[config.mk]
export PLATFORM = sky130hd
export DESIGN_NAME = usb_tx_serializer
export DESIGN_NICKNAME = d
export VERILOG_FILES = /design/src/rtl/usb_tx_pkg.sv /design/src/rtl/tx_hold_reg.sv /design/src/rtl/tx_shift_stuff.sv /design/src/rtl/tx_nrzi_enc.sv /design/src/rtl/usb_tx_serializer.sv
export SDC_FILE = /design/constraint.sdc
export NUM_CORES = 1
export LEC_CHECK = 0
export ABC_AREA = 1
export BUFFER_PORTS_ARGS = -buffer_cell sky130_fd_sc_hd__buf_2
export CAP_MARGIN = 10
export CORE_ASPECT_RATIO = 1.5
export CORE_UTILIZATION = 30
export DETAILED_ROUTE_END_ITERATION = 10
export GPL_TIMING_DRIVEN = 0
export PLACE_DENSITY_LB_ADDON = 0.15
export SYNTH_ARGS = -nofsm -noshare
export SYNTH_HDL_FRONTEND = slang
export SYNTH_SLANG_ARGS = --single-unit
[constraint.sdc]
create_clock -name clk -period 3.9 [get_ports clk]
set_input_delay 0.585 -clock clk [delete_from_list [all_inputs] [get_ports clk]]
set_output_delay 0.585 -clock clk [all_outputs]
set_load 0.01 [all_outputs]
[src/rtl/usb_tx_pkg.sv]
package usb_tx_pkg;
  localparam logic LINE_J = 1'b1;

  // NRZI: a one keeps the level, a zero inverts it
  function automatic logic nrzi_step(input logic level, input logic bit_v);
    return bit_v ? level : ~level;
  endfunction

  // number of serial bits carried by a word
  function automatic int unsigned word_bits(input int unsigned dw, input logic hi_ok);
    return hi_ok ? dw : dw / 2;
  endfunction
endpackage

[src/rtl/tx_hold_reg.sv]
module tx_hold_reg #(
  parameter int unsigned DW = 16
) (
  input  logic          clk,
  input  logic          rst_n,
  input  logic [DW-1:0] tx_data,
  input  logic          tx_valid,
  input  logic          tx_validh,
  input  logic          take,
  output logic          tx_ready,
  output logic          full,
  output logic [DW-1:0] hold_data,
  output logic          hold_hi
);
  assign tx_ready = tx_valid & ~full;

  always_ff @(posedge clk or negedge rst_n) begin
    if (!rst_n) begin
      full      <= 1'b0;
      hold_data <= '0;
      hold_hi   <= 1'b0;
    end else if (tx_ready) begin
      full      <= 1'b1;
      hold_data <= tx_data;
      hold_hi   <= tx_validh;
    end else if (take) begin
      full      <= 1'b0;
    end
  end
endmodule

[src/rtl/tx_shift_stuff.sv]
module tx_shift_stuff #(
  parameter int unsigned DW        = 16,
  parameter int unsigned STUFF_RUN = 6,
  localparam int unsigned CW       = $clog2(DW + 1),
  localparam int unsigned RW       = $clog2(STUFF_RUN + 1)
) (
  input  logic          clk,
  input  logic          rst_n,
  input  logic          bit_en,
  input  logic          sending,
  input  logic          hold_full,
  input  logic [DW-1:0] hold_data,
  input  logic          hold_hi,
  output logic          take,
  output logic          emit,
  output logic          emit_bit,
  output logic          stuff_fire,
  output logic          busy,
  output logic [CW-1:0] bits_left,
  output logic [RW-1:0] run_len
);
  import usb_tx_pkg::*;

  logic [DW-1:0] sreg;
  logic          run_full;
  logic          data_fire;
  logic          last_fire;
  logic [CW-1:0] load_cnt;

  assign run_full   = (run_len == RW'(STUFF_RUN));
  assign stuff_fire = bit_en & sending & run_full;
  assign data_fire  = bit_en & (bits_left != '0) & ~run_full;
  assign last_fire  = data_fire & (bits_left == CW'(1));
  assign take       = hold_full & (((bits_left == '0) & ~stuff_fire) | last_fire);
  assign emit       = stuff_fire | data_fire;
  assign emit_bit   = stuff_fire ? 1'b0 : sreg[0];
  assign busy       = (bits_left != '0) | run_full;
  assign load_cnt   = CW'(word_bits(DW, hold_hi));

  always_ff @(posedge clk or negedge rst_n) begin
    if (!rst_n) begin
      sreg      <= '0;
      bits_left <= '0;
    end else if (take) begin
      sreg      <= hold_data;
      bits_left <= load_cnt;
    end else if (data_fire) begin
      sreg      <= sreg >> 1;
      bits_left <= bits_left - CW'(1);
    end
  end

  always_ff @(posedge clk or negedge rst_n) begin
    if (!rst_n)          run_len <= '0;
    else if (!sending)   run_len <= '0;
    else if (stuff_fire) run_len <= '0;
    else if (data_fire)  run_len <= sreg[0] ? run_len + RW'(1) : '0;
  end
endmodule

[src/rtl/tx_nrzi_enc.sv]
module tx_nrzi_enc (
  input  logic clk,
  input  logic rst_n,
  input  logic start,
  input  logic emit,
  input  logic emit_bit,
  input  logic finish,
  output logic line_out,
  output logic line_oe,
  output logic tx_done
);
  import usb_tx_pkg::*;

  always_ff @(posedge clk or negedge rst_n) begin
    if (!rst_n) begin
      line_out <= LINE_J;
      line_oe  <= 1'b0;
      tx_done  <= 1'b0;
    end else begin
      tx_done <= 1'b0;
      if (finish) begin
        line_out <= LINE_J;
        line_oe  <= 1'b0;
        tx_done  <= 1'b1;
      end else begin
        if (start) line_oe <= 1'b1;
        if (emit)  line_out <= nrzi_step(line_out, emit_bit);
      end
    end
  end
endmodule

[src/rtl/usb_tx_serializer.sv]
module usb_tx_serializer #(
  parameter int unsigned DATA_W    = 16,
  parameter int unsigned STUFF_RUN = 6,
  localparam int unsigned CW       = $clog2(DATA_W + 1),
  localparam int unsigned RW       = $clog2(STUFF_RUN + 1)
) (
  input  logic              clk,
  input  logic              rst_n,
  input  logic              bit_en,
  input  logic [DATA_W-1:0] tx_data,
  input  logic              tx_valid,
  input  logic              tx_validh,
  output logic              tx_ready,
  output logic              line_out,
  output logic              line_oe,
  output logic              tx_done
);
  logic              hold_full;
  logic [DATA_W-1:0] hold_data;
  logic              hold_hi;
  logic              take;
  logic              emit;
  logic              emit_bit;
  logic              stuff_fire;
  logic              busy;
  logic [CW-1:0]     bits_left;
  logic [RW-1:0]     run_len;
  logic              start;
  logic              finish;

  assign start  = take & ~line_oe;
  assign finish = line_oe & ~busy & ~hold_full & ~tx_valid;

  tx_hold_reg #(.DW(DATA_W)) u_hold (
    .clk(clk), .rst_n(rst_n), .tx_data(tx_data), .tx_valid(tx_valid),
    .tx_validh(tx_validh), .take(take), .tx_ready(tx_ready),
    .full(hold_full), .hold_data(hold_data), .hold_hi(hold_hi)
  );

  tx_shift_stuff #(.DW(DATA_W), .STUFF_RUN(STUFF_RUN)) u_shift (
    .clk(clk), .rst_n(rst_n), .bit_en(bit_en), .sending(line_oe),
    .hold_full(hold_full), .hold_data(hold_data), .hold_hi(hold_hi),
    .take(take), .emit(emit), .emit_bit(emit_bit), .stuff_fire(stuff_fire),
    .busy(busy), .bits_left(bits_left), .run_len(run_len)
  );

  tx_nrzi_enc u_enc (
    .clk(clk), .rst_n(rst_n), .start(start), .emit(emit), .emit_bit(emit_bit),
    .finish(finish), .line_out(line_out), .line_oe(line_oe), .tx_done(tx_done)
  );
endmodule

# After elaboration in Yosys (flattened, before gate mapping)
# Cells that the tools add are included.
[totals] reg_bits=45 in_bits=21 wordCells=62
[op_classes] addsub=2 reduce_logical=7 muxes=18 n_bitwise=22 eq_ne=4
[ops] operator="$mux W16" count=2
[ops] operator="$mux W5" count=3
[ops] operator="$and A1 B1 Y1" count=12
[ops] operator="$mux W3" count=4
[ops] operator="$mux W1" count=9
[ops] operator="$reduce_bool A2 Y1" count=4
[ops] operator="$not A1 Y1" count=7
[ops] operator="$eq A5 B1 Y1 const B" count=1
[ops] operator="$logic_not A5 Y1" count=1
[ops] operator="$reduce_bool A5 Y1" count=1
[ops] operator="$sub A5 B1 Y5 const B" count=1
[ops] operator="$add A3 B1 Y3 const B" count=1
[ops] operator="$eq A3 B3 Y1 const B" count=1
[ops] operator="$ne A3 B3 Y1 const B" count=1
[ops] operator="$or A1 B1 Y1" count=3
[ops] operator="$ne A2 B2 Y1 const B" count=1
[ops] operator="$reduce_and A2 Y1" count=1

# Longest topological paths before layout
[logic_depth] word_depth=9 depth_mapped=13

# Hierarchy
# From an unflattened synthesis, not the netlist that was laid out.
[unflattened] cells_unflattened=289 hier_area_um2=2333.5
[modules_own_cells] mod="tx_shift_stuff" cells_per_inst=192 n_inst=1 seq_area_each_um2=600.6 area_per_inst_um2=1441.4
[modules_own_cells] mod="tx_hold_reg" cells_per_inst=77 n_inst=1 seq_area_each_um2=450.4 area_per_inst_um2=749.5
[modules_own_cells] mod="tx_nrzi_enc" cells_per_inst=12 n_inst=1 seq_area_each_um2=76.3 area_per_inst_um2=112.6
[modules_own_cells] mod="usb_tx_serializer" cells_per_inst=8 n_inst=1 seq_area_each_um2=0.0 area_per_inst_um2=30.0

# Worst setup path before layout
# No wires, ideal clock.
[synth_path] kind="input-to-output" start="in tx_valid" end="out tx_ready" cell_stages=3 n_path_buf=1 t_required_ns=3.315 setup_slack_ns=2.185 arrival_time_ns=1.130 path_cell_list="inv_1 -> nor2_1 -> clkbuf_1"
[synth_between] elab_chain_len=1
[synth_lines] element="start, declared" line="usb_tx_serializer.sv:11" text="input logic tx_valid,"
[synth_lines] element="$and A1 B1 Y1" line="tx_hold_reg.sv:15" text="assign tx_ready = tx_valid & ~full;"
[synth_lines] element="end, declared" line="usb_tx_serializer.sv:13" text="output logic tx_ready,"
# Every way passes these cells.

# Final worst setup path
# Same ends and word-level chain as after synthesis.

==> run summary <==
Status -> finished clean
Num ports -> 25
Max cap viols -> 0
Yosys warns -> 0
Prevailing post-synth register cell -> dfrtp_1
Post-synth EDFFs -> 0
Total track usage -> 0.1409
Synth top area share -> 0.4878
# hold bufs at CTS -> 0
Final Util -> 0.3572
Initial antenna violation count -> 0
Core area -> 0.007274 mm^2
Latest clock arrival within the worst-skew pair -> 0.30 ns
Worst Hold Class -> input pin to asynchronous set/reset pin
Antenna diode count -> 0
Final setup vio count -> 0
Routed len/inst -> 11.65 um
Distinct cell type count of the synthesized netlist -> 27
Data arrival, critical path -> 1.73 ns
Max Slew Vio Count -> 0
Worst path cell trace -> buf_2 > inv_1 > nor2_1 > clkbuf_1 > buf_2
Buffer depth of the longest clock path -> 2
Clock sink count -> 45
Drt drc -> 0
Final worst-path cycle share -> 0.5934
Routed vias -> 1811
Fill cell count -> 786
Port bufs -> 24
Placed cell count -> 409
Setup Buffers After CTS -> 0
Worst-Margin Slew -> 1.009 ns
CP max stage cell -> nor2_1
Congestion Overflow GR -> 0
CTS tree -> done
DRT antenna net count -> 0
Post-CTS Resized -> 0
Vias in the first global route -> 1814
Setup Crit Path Kind -> input pin to output port
Num CTS Buffers -> 5
Yosys reg bits -> 45
Power Density -> 730.8 mW/mm^2
DP Wirelength -> 3442 um
Post-Route WL -> 4857 um
Drt first pass iters -> 4
First-pass GRT wire length -> 8487 um
Largest net degree at the start of global routing -> 46
Starting Density -> 0.3103
Synth Cell Area -> 0.002257 mm^2
Commonest non-fill, non-tap cell in the layout -> nand2_1
Seq/Total Area, Yosys -> 0.4994
Worst Setup Start Kind -> input pin
Avg Cell Area, Syn -> 7.920 um^2
Clk_skew -> 0.007593 ns
Slew headroom -> 0.3271
Rows -> 38
Post-synth ARST share -> 1.000
Finished Layout Cells -> 417
Die Span Y -> 108.2 um
Max rail drop VDD -> 0.3637 mV
Sum Neg Setup Slack -> 0 ns
Most frequent cells in the layout -> nand2_1 (116), dfrtp_1 (44), inv_1 (30), buf_2 (26), nand3_1 (25)
Layout Nets -> 342
Area contributors post-synth -> dfrtp_1 (49%), nand2_1 (19%), nand3_1 (5.5%)
CP endpoint kind -> output port
Mean number of vias per cell -> 4.343
CP required -> 3.31 ns
Synthesized net count -> 311
Leak -> 1.391 nW
Clk slew on worst S/H paths -> 0.08 ns
Final hold viol count -> 0
GPL Wtd Cong -> 0.7131
Layout cells sized above 1 -> 0.1735
Max Freq -> 432.1 MHz
Clk root buf -> clkbuf_8
CP Max Fanout -> 10
RSZ-0062 raised after global routing -> false
Die area -> 0.007882 mm^2
Synth Instances -> 285
Final min period -> 2.314 ns
Most frequent CP cell -> buf_2
DRT iter0 DRCs -> 55
Die Span X -> 72.83 um
H-tree Lvls -> 2
Area leader, netlist -> dfrtp_1
Layout Area Growth over Synthesis -> 15.13%
Crit-path max cell delay -> 0.41 ns
==> synth_stat cells, types with 3 or more instances <==
cell      instances
a21oi_1           3
buf_6             3
clkbuf_1          3
dfrtp_1          44
ha_1              5
inv_1            30
inv_2             3
nand2_1         116
nand2_2           3
nand2_4           3
nand3_1          25
nor2_1           10
o21ai_0          18
xor2_1            3
==> area by class of cell <==
| class | count | area, um^2 | area share |
|---|---|---|---|
| timing repair buffer | 24 | 120.1 | 0.04622 |
| sequential | 45 | 1127 | 0.4338 |
| multi-input combinational | 196 | 933.4 | 0.3592 |
| buffer | 10 | 66.31 | 0.02552 |
| clock inverter | 2 | 13.76 | 0.005296 |
| tap | 100 | 125.1 | 0.04815 |
| clock buffer | 6 | 82.58 | 0.03178 |
| inverter | 34 | 130.1 | 0.05007 |
==> worst paths after layout <==
kind / from / to / slack, ns / depth (start not counted)
max: tx_valid / tx_ready / 1.59 / 5
min: rst_n / u_shift.run_len[2]$_DFFE_PN0P_ / 0.46 / 1
max reg2reg: u_shift.bits_left[0]$_DFFE_PN0P_ / u_shift.sreg[5]$_DFFE_PN0P_ / 2.11 / 11
min reg2reg: u_shift.sreg[2]$_DFFE_PN0P_ / u_shift.sreg[2]$_DFFE_PN0P_ / 0.48 / 2
max in group asynchronous: rst_n / u_shift.bits_left[4]$_DFFE_PN0P_ / 2.82 / 1
min in group clk: tx_data[0] / u_hold.hold_data[0]$_DFFE_PN0P_ / 0.48 / 3
==> sequential cells by signal, summed over array words and instances (netlist names) <==
name and cells:
u_enc.line_oe 1, u_enc.tx_done 1, u_hold.hold_hi 1, u_shift.run_len 3, u_hold.hold_data 16, u_shift.bits_left 5, u_enc.line_out 1, u_hold.full 1
u_shift.sreg 16
==> power by group <==
part           leakage (nW)  internal (mW)  switching (mW)
clock network        0.0512          0.144           0.164
logic                 0.785          0.293           0.509
registers             0.555          0.683           0.107
==> metrics by stage <==
| step | cell area (um^2) | worst slack (ns) | hold slack (ns) | total power, mW |
|---|---|---|---|---|
| floorplan | 2257 | 2.185 | 0.2894 | 1.405 |
| global placement | 2502 | 1.561 | 0.4654 | 1.601 |
| detailed placement | 2502 | 1.564 | 0.4630 | 1.615 |
| CTS | 2599 | 1.562 | 0.4740 | 1.930 |
| global route | 2599 | 1.467 | 0.4676 | 2.104 |
| finish | 2599 | 1.586 | 0.4558 | 1.899 |
==> routing by layer <==
metal | vias up | global-route usage | part of all wire
met2 | 35 | 0.2557 | 0.51
li1 | 932 | - | -
met1 | 839 | 0.1663 | 0.45
met3 | 5 | 0.02516 | 0.033
met5 | - | 0 | 0
met4 | 0 | 0.04202 | 0.014
==> worst max-delay path, delay by kind of cell <==
| family | cells | cell delay (ns) |
|---|---|---|
| buffers and inverters | 4 | 0.72 |
| AND/OR/NAND/NOR | 1 | 0.41 |
==> logic make-up after synthesis <==
logic type | after synthesis | synth area share
simple gates | 165 | 0.3182
flops | 45 | 0.4994
buf+inv | 44 | 0.08703
compound gates | 23 | 0.05599
fa+ha+maj | 5 | 0.02772
xor+xnor | 3 | 0.01164
(Power assumes the default switching activity.)
